$ cat config.mk
export PLATFORM = sky130hd
export DESIGN_NAME = prefetch_rd_cache
export DESIGN_NICKNAME = d
export VERILOG_FILES = /design/src/rtl/prefetch_rd_cache.sv
export SDC_FILE = /design/constraint.sdc
export NUM_CORES = 1
export LEC_CHECK = 0
export ABC_AREA = 1
export ABC_CLOCK_PERIOD_IN_PS = 8820
export BUFFER_PORTS_ARGS = -buffer_cell sky130_fd_sc_hd__clkbuf_2
export CAP_MARGIN = 40
export CORE_UTILIZATION = 50
export DETAILED_ROUTE_END_ITERATION = 10
export GPL_TIMING_DRIVEN = 0
export PLACE_DENSITY = 0.73
export SLEW_MARGIN = 20
export SYNTH_ARGS = -nofsm -noshare
export SYNTH_HDL_FRONTEND = slang
export SYNTH_SLANG_ARGS = --single-unit
$ cat constraint.sdc
create_clock -name clk -period 8.82 [get_ports clk]
set_clock_uncertainty 0.05 [all_clocks]
set_input_delay 0.441 -clock clk [delete_from_list [all_inputs] [get_ports clk]]
set_output_delay 0.441 -clock clk [all_outputs]
set_load 0.005 [all_outputs]
$ cat src/rtl/prefetch_rd_cache.sv
module prefetch_rd_cache #(
  parameter int AW    = 16,
  parameter int DW    = 32,
  parameter int DEPTH = 8,
  parameter int CW    = 16
) (
  input  logic          clk,
  input  logic          rst_n,
  input  logic          cpu_req,
  input  logic [AW-1:0] cpu_addr,
  output logic          cpu_ready,
  output logic          cpu_rvalid,
  output logic [DW-1:0] cpu_rdata,
  output logic          mem_req,
  output logic [AW-1:0] mem_addr,
  input  logic          mem_rvalid,
  input  logic [DW-1:0] mem_rdata,
  output logic          hit_pulse,
  output logic          miss_pulse,
  output logic [CW-1:0] hit_count,
  output logic [CW-1:0] miss_count
);
  localparam int PW = $clog2(DEPTH);

  logic [DW-1:0]    store [DEPTH];
  logic [DEPTH-1:0] vld, vld_n;
  logic [PW-1:0]    head;
  logic [PW:0]      fill;
  logic [AW-1:0]    base, miss_addr;
  logic             pf_out, miss_pend, miss_out;

  wire [AW-1:0] off      = cpu_addr - base;
  wire [PW-1:0] slot     = head + off[PW-1:0];
  wire          in_rng   = off < AW'(DEPTH);
  assign cpu_ready       = !miss_pend && !miss_out;
  wire          take     = cpu_req && cpu_ready;
  wire          hit      = take && in_rng && vld[slot];
  wire          miss     = take && !hit;
  wire          full     = fill == (PW+1)'(DEPTH);
  wire          pf_ret   = pf_out && mem_rvalid;
  wire          pf_keep  = pf_ret && !miss_pend && !miss;
  wire          miss_ret = miss_out && mem_rvalid;
  wire [PW-1:0] wr_slot  = head + fill[PW-1:0];
  wire          issue_pf = !pf_out && !miss_pend && !miss_out && !full && !miss;
  wire          issue_ms = miss_pend && !pf_out;
  wire [PW:0]   drop     = hit ? {1'b0, off[PW-1:0]} : '0;

  always_comb begin
    vld_n = vld;
    for (int i = 0; i < DEPTH; i++) begin
      logic [PW-1:0] rel;
      rel = PW'(i) - head;
      if (hit && ({1'b0, rel} < drop)) vld_n[i] = 1'b0;
    end
    if (pf_keep) vld_n[wr_slot] = 1'b1;
  end

  always_ff @(posedge clk) begin
    if (miss_ret)     store[0]       <= mem_rdata;
    else if (pf_keep) store[wr_slot] <= mem_rdata;
  end

  always_ff @(posedge clk) begin
    if (!rst_n) begin
      vld <= '0; fill <= '0; head <= '0; base <= '0; miss_addr <= '0;
      pf_out <= 1'b0; miss_pend <= 1'b0; miss_out <= 1'b0;
      cpu_rvalid <= 1'b0; cpu_rdata <= '0; mem_req <= 1'b0; mem_addr <= '0;
      hit_pulse <= 1'b0; miss_pulse <= 1'b0; hit_count <= '0; miss_count <= '0;
    end else begin
      cpu_rvalid <= 1'b0;
      mem_req    <= 1'b0;
      hit_pulse  <= hit;
      miss_pulse <= miss;
      vld  <= vld_n;
      fill <= fill - drop + {{PW{1'b0}}, pf_keep};
      if (hit) begin
        cpu_rdata  <= store[slot];
        cpu_rvalid <= 1'b1;
        hit_count  <= hit_count + 1'b1;
        head       <= slot;
        base       <= cpu_addr;
      end
      if (miss) begin
        miss_count <= miss_count + 1'b1;
        miss_pend  <= 1'b1;
        miss_addr  <= cpu_addr;
      end
      if (pf_ret) pf_out <= 1'b0;
      if (issue_pf) begin
        mem_req  <= 1'b1;
        mem_addr <= base + AW'(fill);
        pf_out   <= 1'b1;
      end
      if (issue_ms) begin
        mem_req   <= 1'b1;
        mem_addr  <= miss_addr;
        miss_out  <= 1'b1;
        miss_pend <= 1'b0;
      end
      if (miss_ret) begin
        cpu_rdata  <= mem_rdata;
        cpu_rvalid <= 1'b1;
        miss_out   <= 1'b0;
        head       <= '0;
        base       <= miss_addr;
        vld        <= DEPTH'(1);
        fill       <= (PW+1)'(1);
      end
    end
  end

  p_hit_data_r2: assert property (@(posedge clk) disable iff (!rst_n)
    hit_pulse |-> cpu_rvalid);
  p_miss_busy_r3: assert property (@(posedge clk) disable iff (!rst_n)
    miss_pulse |-> !cpu_ready);
  p_one_read_r5: assert property (@(posedge clk) disable iff (!rst_n)
    mem_req |=> !mem_req);
  p_full_stall_r6: assert property (@(posedge clk) disable iff (!rst_n)
    (full && !miss_pend) |=> !mem_req);
  p_valid_fill_r6: assert property (@(posedge clk) disable iff (!rst_n)
    $countones(vld) == 32'(fill));
  p_drain_first_r8: assert property (@(posedge clk) disable iff (!rst_n)
    miss_out |-> !pf_out);
  p_hit_cnt_r9: assert property (@(posedge clk) disable iff (!rst_n)
    hit_pulse |-> hit_count == $past(hit_count) + 1'b1);
  p_miss_cnt_r9: assert property (@(posedge clk) disable iff (!rst_n)
    miss_pulse |-> miss_count == $past(miss_count) + 1'b1);
  p_excl_r10: assert property (@(posedge clk) disable iff (!rst_n)
    !(hit_pulse && miss_pulse));
endmodule

==> flow_summary.yaml, run 1 <==
cts:
  post_cts_buffers: 0
  htreeDepth: 2
  cts_tree: "built"
  post_cts_resized: 0
  root_buffer: "clkbuf_16"
  hold_buffers: 0
  clock_latency_ns: 0.56
  clk_transition_reported_paths_ns: 0.06
  cts_sinks: 390
  cts_buffers: 41
  cts_buffer_depth: 3
floorplan:
  die_area_um2: 36300
  placementRows: 68
  coreArea_um2: 34800
  initial_core_util: 0.511
  ios: 137
  dieWidth_um: 191
  die_h_um: 191
timing:
  fin_ws_ns: 3.27
  slew_headroom: 0.415
  drv_slew: 0
  finalSetupViolations: 0
  hold_violations: 0
  timing.final.crit_share: 0.629
  grt_setup_unrepaired: "false"
  fin_crit_ns: 5.55
  tightest_slew_ns: 0.878
  fmax_ghz: 0.180
worst_setup_path:
  slowest_stage: "fa_1"
  cp_slowest_stage_delay_ns: 0.63
  cp.arrival_ns: 5.75
  cp-startpoint: "base[0]"
  crit_fanout: 10
  worstSetupPathType: "reg -> reg"
  required_ns: 9.02
  cp-end-kind: "flip-flop"
  start_kind: "flip-flop"
  r2r_start: "base[0]"
  crit_chain: "ha_1, inv_1, fa_1, inv_1, fa_1, inv_1, nand3_1, nand2_1, nand3_1, nand2_1, nor2_1, nand3_1, nor2_1, nand2_2, nand2_4, buf_4, nand3_1, nor4_2, buf_2, buf_4, buf_4, buf_4, buf_2"
drt:
  drc: 0
  via_per_inst: 5.84
  via_count: 15100
  drt-pass1-iter-count: 5
  drtAntennaViolNets: 0
  wire_per_inst_um: 19.9
  wl_um: 51500
  drt-initial-drc-count: 1536
global_route:
  grt_antenna_before_repair: 2
  grt_use_total: 0.282
  first_global_vias: 14600
  grt_max_degree: 22
  grt-ovfl-total: 0
  grt_first_pass_wirelength_um: 78900
yosys:
  synthTopCellsByCount: "nand2_1 (286), o21ai_0 (275), edfxtp_1 (256)"
  yosys-top-cells-area: "edfxtp_1 (43%), dfxtp_1 (15%), o21ai_0 (7.7%), nand2_1 (6.0%), nor2_1 (4.7%)"
  ys_warn_count: 0
  synth_edf_count: 256
  synth.avg_cell_area_um2: 9.42
  synth.net_count: 1986
  synth_largest_area_cell: "edfxtp_1"
  async_flop_share: 0
  syn_area_um2: 17800
  syn_inst: 1889
  ys_seq_elements: 390
  ys.flop_type: "edfxtp_1"
  synth_most_common_cell: "nand2_1"
  ys_seq_area_frac: 0.583
  synth_top_area_frac: 0.432
  synth_cell_types: 42
power_and_ir_drop:
  power_switching_mw: 1.35
  intPower_mw: 3.29
  power.density_nw_per_um2: 224
  p_leak_nw: 7.91
  ir_drop_uv: 163
  p_sw_frac: 0.291
  seq_power_share: 0.442
  finalPower_mw: 4.64
  clkPwrFrac: 0.378
  comb_power_share: 0.180
finish:
  design_area_um2: 20700
  syn_to_final_growth_pct: 16.4
  final_core_util: 0.595
  num-nets-final: 2191
  stdcell_count: 2583
  drive_above_1_share: 0.123
placed_design:
  placedCellCount: 2505
  gp_congestion: 0.966
  portBuffers: 135
  post-place-ws_ns: 3.12
  dp_hpwl_um: 35400
  postPlaceCellArea_um2: 19300
run:
  maxCapViolCount: 0
worst_hold_path:
  hold_start: "mem_rdata[23]"
  worst_hold_path_type: "in -> reg"
status:
  outcome: "completed"
## worst max-delay path: cells and delay by family, from the launching register on
kind | cells | cell delay (ns)
and+or+nand+nor | 11 | 1.91
adders and majority gates | 3 | 1.36
DFF | 1 | 0.37
buffers and inverters | 9 | 1.53
## stage by stage
stage          hold slack [ns]  TNS (ns)
3_5_place_dp             0.406         0
5_1_grt                  0.118         0
4_1_cts                  0.111         0
6_report                 0.129         0
3_3_place_gp             0.399   -126.52
2_1_floorplan            0.389         0
## worst paths after layout
check | to | cells after the start | slack [ns]
worst min-delay path | store[2][23] | 1 | 0.13
worst max-delay path | store[2][30] | 23 | 3.27
worst max register to register | store[2][30] | 23 | 3.27
worst min register to register | vld[2] | 2 | 0.42
## registers in the layout (all words and copies together), names as in the netlist
| signal | cells |
|---|---|
| base | 16 |
| cpu_rdata | 32 |
| cpu_rvalid | 1 |
| fill | 4 |
| head | 3 |
| hit_count | 16 |
| hit_pulse | 1 |
| mem_addr | 16 |
| mem_req | 1 |
| miss_addr | 16 |
| miss_count | 16 |
| miss_out | 1 |
| miss_pend | 1 |
| miss_pulse | 1 |
| pf_out | 1 |
| store | 256 |
| vld | 8 |
## placed cells by master (no fill, tap or decap), types with 32 or more instances in the layout
master,Yosys,final
o21ai_0,275,275
clkbuf_1,77,83
nand3_1,84,84
clkbuf_2,0,135
edfxtp_1,256,256
inv_1,152,151
a21oi_1,115,115
clkbuf_16,0,42
o221ai_1,32,32
ha_1,40,40
dfxtp_1,134,134
nand2_1,286,286
nor2_1,223,219
o22ai_1,32,32
## layout make-up
class                      count  area, um^2
fill                        2862       14100
sequential                   390       10400
multi-input combinational   1243        6470
clock buffer                  48        1070
timing repair buffer         162         920
inverter                     154         578
tap                          455         569
buffer                       102         420
clock inverter                28         297
antenna                        1        2.50
## layer usage
layer | share of wire | global-route usage | vias to the layer above
met2 | 0.48 | 0.465 | 809
li1 | - | - | 6995
met3 | 0.097 | 0.0442 | 133
met1 | 0.39 | 0.371 | 7146
met4 | 0.034 | 0.119 | 2
met5 | 0.00021 | 0 | -
## cell families after synthesis
kind of cell / share of synthesized area
simple gates: 0.157
compound gates: 0.150
flops: 0.583
buf+inv: 0.0561
fa+ha+maj: 0.0338
xor+xnor: 0.0197
## power groups by stage
stage | combinational, mW | clock [mW] | sequential [mW]
2_1_floorplan | 0.504 | 0 | 2.08
3_3_place_gp | 0.782 | 0 | 2.09
3_5_place_dp | 0.813 | 0 | 2.09
4_1_cts | 0.822 | 1.76 | 2.05
5_1_grt | 0.916 | 1.83 | 2.06
6_report | 0.836 | 1.75 | 2.05
(Power assumes the default switching activity.)
==> inputs of run 2 (changes only) <==
--- a/config.mk
+++ b/config.mk
@@ -6,13 +6,13 @@
 export NUM_CORES = 1
 export LEC_CHECK = 0
 export ABC_AREA = 1
-export ABC_CLOCK_PERIOD_IN_PS = 8820
+export ABC_CLOCK_PERIOD_IN_PS = 5000
 export BUFFER_PORTS_ARGS = -buffer_cell sky130_fd_sc_hd__clkbuf_2
 export CAP_MARGIN = 40
 export CORE_UTILIZATION = 50
 export DETAILED_ROUTE_END_ITERATION = 10
 export GPL_TIMING_DRIVEN = 0
-export PLACE_DENSITY = 0.73
+export PLACE_DENSITY = 0.76
 export SLEW_MARGIN = 20
 export SYNTH_ARGS = -nofsm -noshare
 export SYNTH_HDL_FRONTEND = slang
==> constraint.sdc (replaced) <==
create_clock -name clk -period 5 [get_ports clk]
set_clock_uncertainty 0.05 [all_clocks]
set_input_delay 0.25 -clock clk [delete_from_list [all_inputs] [get_ports clk]]
set_output_delay 0.25 -clock clk [all_outputs]
set_load 0.005 [all_outputs]
==> run 2 against run 1 <==
- sequential share of layout area decreased by 1.1 points
- clock power increased by 74%
- combinational power up 82%
- final area up 2.3%
- clock-buffer cell count grew 7
- first-iteration DRC count rose by 9.6%
- highest routed layer is now met4
- largest cell class unchanged
- worst setup slack got worse by 3.0 ns
- non-clock buffer count increased by 38
- sequential power up 77%
==> flow_summary.yaml, run 2 (synthesized netlist as in run 1, its figures left out) <==
status:
  outcome: "completed"
worst_setup_path:
  crit_fanout: 10
  crit_chain: "ha_1, inv_1, fa_1, inv_1, fa_2, inv_1, nand3_1, nand2_1, nand3_1, nand2_1, nor2_1, nand3_1, nor2_1, nand2_2, nand2_4, buf_4, nand3_4, nor4_4, buf_6, buf_6, buf_6"
  start_kind: "flip-flop"
  required_ns: 5.20
  cp-end-kind: "flip-flop"
  critPathTopFamily: "simple AND/OR/NAND/NOR gates"
  slowest_stage: "fa_2"
  path_buf_inv: 7
  cp.arrival_ns: 4.91
  cp_slowest_stage_delay_ns: 0.61
  worstSetupPathType: "reg -> reg"
placed_design:
  dp_hpwl_um: 35800
  portBuffers: 135
  placedCellCount: 2495
  postPlaceCellArea_um2: 19300
  gp_congestion: 0.905
finish:
  num-nets-final: 2229
  syn_to_final_growth_pct: 19.0
  final_common_cell: "nand2_1"
  antenna_cells: 0
  design_area_um2: 21200
  largest_reg_flops: 256
  top_register: "store"
  nFillCells: 2784
  top_regs: "store: 256 flops, cpu_rdata: 32 flops"
  drive_above_1_share: 0.122
  stdcell_count: 2619
  final_cell_mix: "nand2_1 (286), o21ai_0 (275), edfxtp_1 (256)"
power_and_ir_drop:
  comb_power_share: 0.185
  intPower_mw: 5.77
  seq_power_share: 0.443
  clkPwrFrac: 0.372
  ir_drop_uv: 268
  finalPower_mw: 8.19
  power_switching_mw: 2.42
  power.density_nw_per_um2: 387
  p_leak_nw: 8.05
  p_sw_frac: 0.295
timing:
  drv_slew: 0
  fmax_ghz: 0.212
  finalSetupViolations: 0
  slew_headroom: 0.416
  tightest_slew_ns: 0.876
  hold_violations: 0
  fin_crit_ns: 4.71
  grt_setup_unrepaired: "false"
  timing.final.crit_share: 0.941
global_route:
  grt_first_pass_wirelength_um: 80500
  grt-ovfl-total: 0
  grt_antenna_before_repair: 0
  grt_max_degree: 22
  grt_use_total: 0.288
  first_global_vias: 14800
floorplan:
  die_area_um2: 36300
  die_h_um: 191
  ios: 137
  dieWidth_um: 191
  initial_core_util: 0.511
  placementRows: 68
  coreArea_um2: 34800
cts:
  htreeDepth: 2
  cts_buffers: 41
  cts_tree: "built"
  clk_transition_reported_paths_ns: 0.06
  cts_sinks: 390
  cts_buffer_depth: 3
  clock_latency_ns: 0.55
  root_buffer: "clkbuf_16"
drt:
  drt-pass1-iter-count: 5
  drc: 0
  drt-initial-drc-count: 1684
  wl_um: 52700
  via_count: 15300
  wire_per_inst_um: 20.1
  drtAntennaViolNets: 0
  via_per_inst: 5.85
run:
  maxCapViolCount: 0
worst_hold_path:
  worst_hold_path_type: "in -> reg"
run 2: layout make-up:
class / count / area [um^2] / area share
Buffer: 102 / 423 / 0.0200
Clock buffer: 55 / 1130 / 0.0534
Clock inverter: 20 / 204 / 0.00963
Inverter: 154 / 578 / 0.0273
Multi-Input combinational cell: 1243 / 6520 / 0.308
Sequential cell: 390 / 10400 / 0.490
Tap cell: 455 / 569 / 0.0269
Timing Repair Buffer: 200 / 1380 / 0.0652
run 2: tightest hold or removal path, stage by stage:
cell,delay (ns)
clkbuf_2,0.14
nand2_1,0.09
a31oi_1,0.07
run 2: worst paths after layout:
kind | startpoint | endpoint | slack (ns) | cells after the start
max | base[0] | store[6][30] | 0.29 | 21
min | cpu_addr[1] | base[1] | 0.01 | 3
max reg2reg | base[0] | store[6][30] | 0.29 | 21
min reg2reg | vld[7] | vld[7] | 0.41 | 2
run 2: per-layer routing:
layer	global-route usage	vias to the layer above	routed length [um]
met4	0.127	0	1850
met5	0	-	0
met3	0.0375	134	4900
li1	-	7088	-
met1	0.385	7206	21100
met2	0.471	888	24900
run 2: power by group through the flow:
| stage | clock network [mW] | logic (mW) | registers [mW] |
|---|---|---|---|
| 2_1_floorplan | 0 | 0.890 | 3.68 |
| 5_1_grt | 3.16 | 1.65 | 3.63 |
| 3_3_place_gp | 0 | 1.38 | 3.69 |
| 3_5_place_dp | 0 | 1.43 | 3.69 |
| 6_report | 3.04 | 1.52 | 3.63 |
| 4_1_cts | 3.04 | 1.48 | 3.62 |
run 2: what timing repair did:
item,CTS,global route
setup endpoints to repair,8,79
pin swaps,1,2
setup buffers,2,5
gates cloned,0,0
endpoints found under the hold margin,234,0
resized for setup,0,7
hold buffers,42,0
run 2: through the flow:
stage / setup slack (ns) / utilization / TNS [ns] / hold WS [ns]
floorplan: -0.0638 / - / -6.13 / 0.299
global placement: -2.38 / 0.547 / -405.13 / 0.400
detailed placement: -0.0236 / 0.556 / -0.186 / 0.405
CTS: 0.0101 / 0.607 / 0 / 0.00171
global route: 0.0127 / 0.608 / 0 / 0.00975
finish: 0.293 / 0.608 / 0 / 0.0115
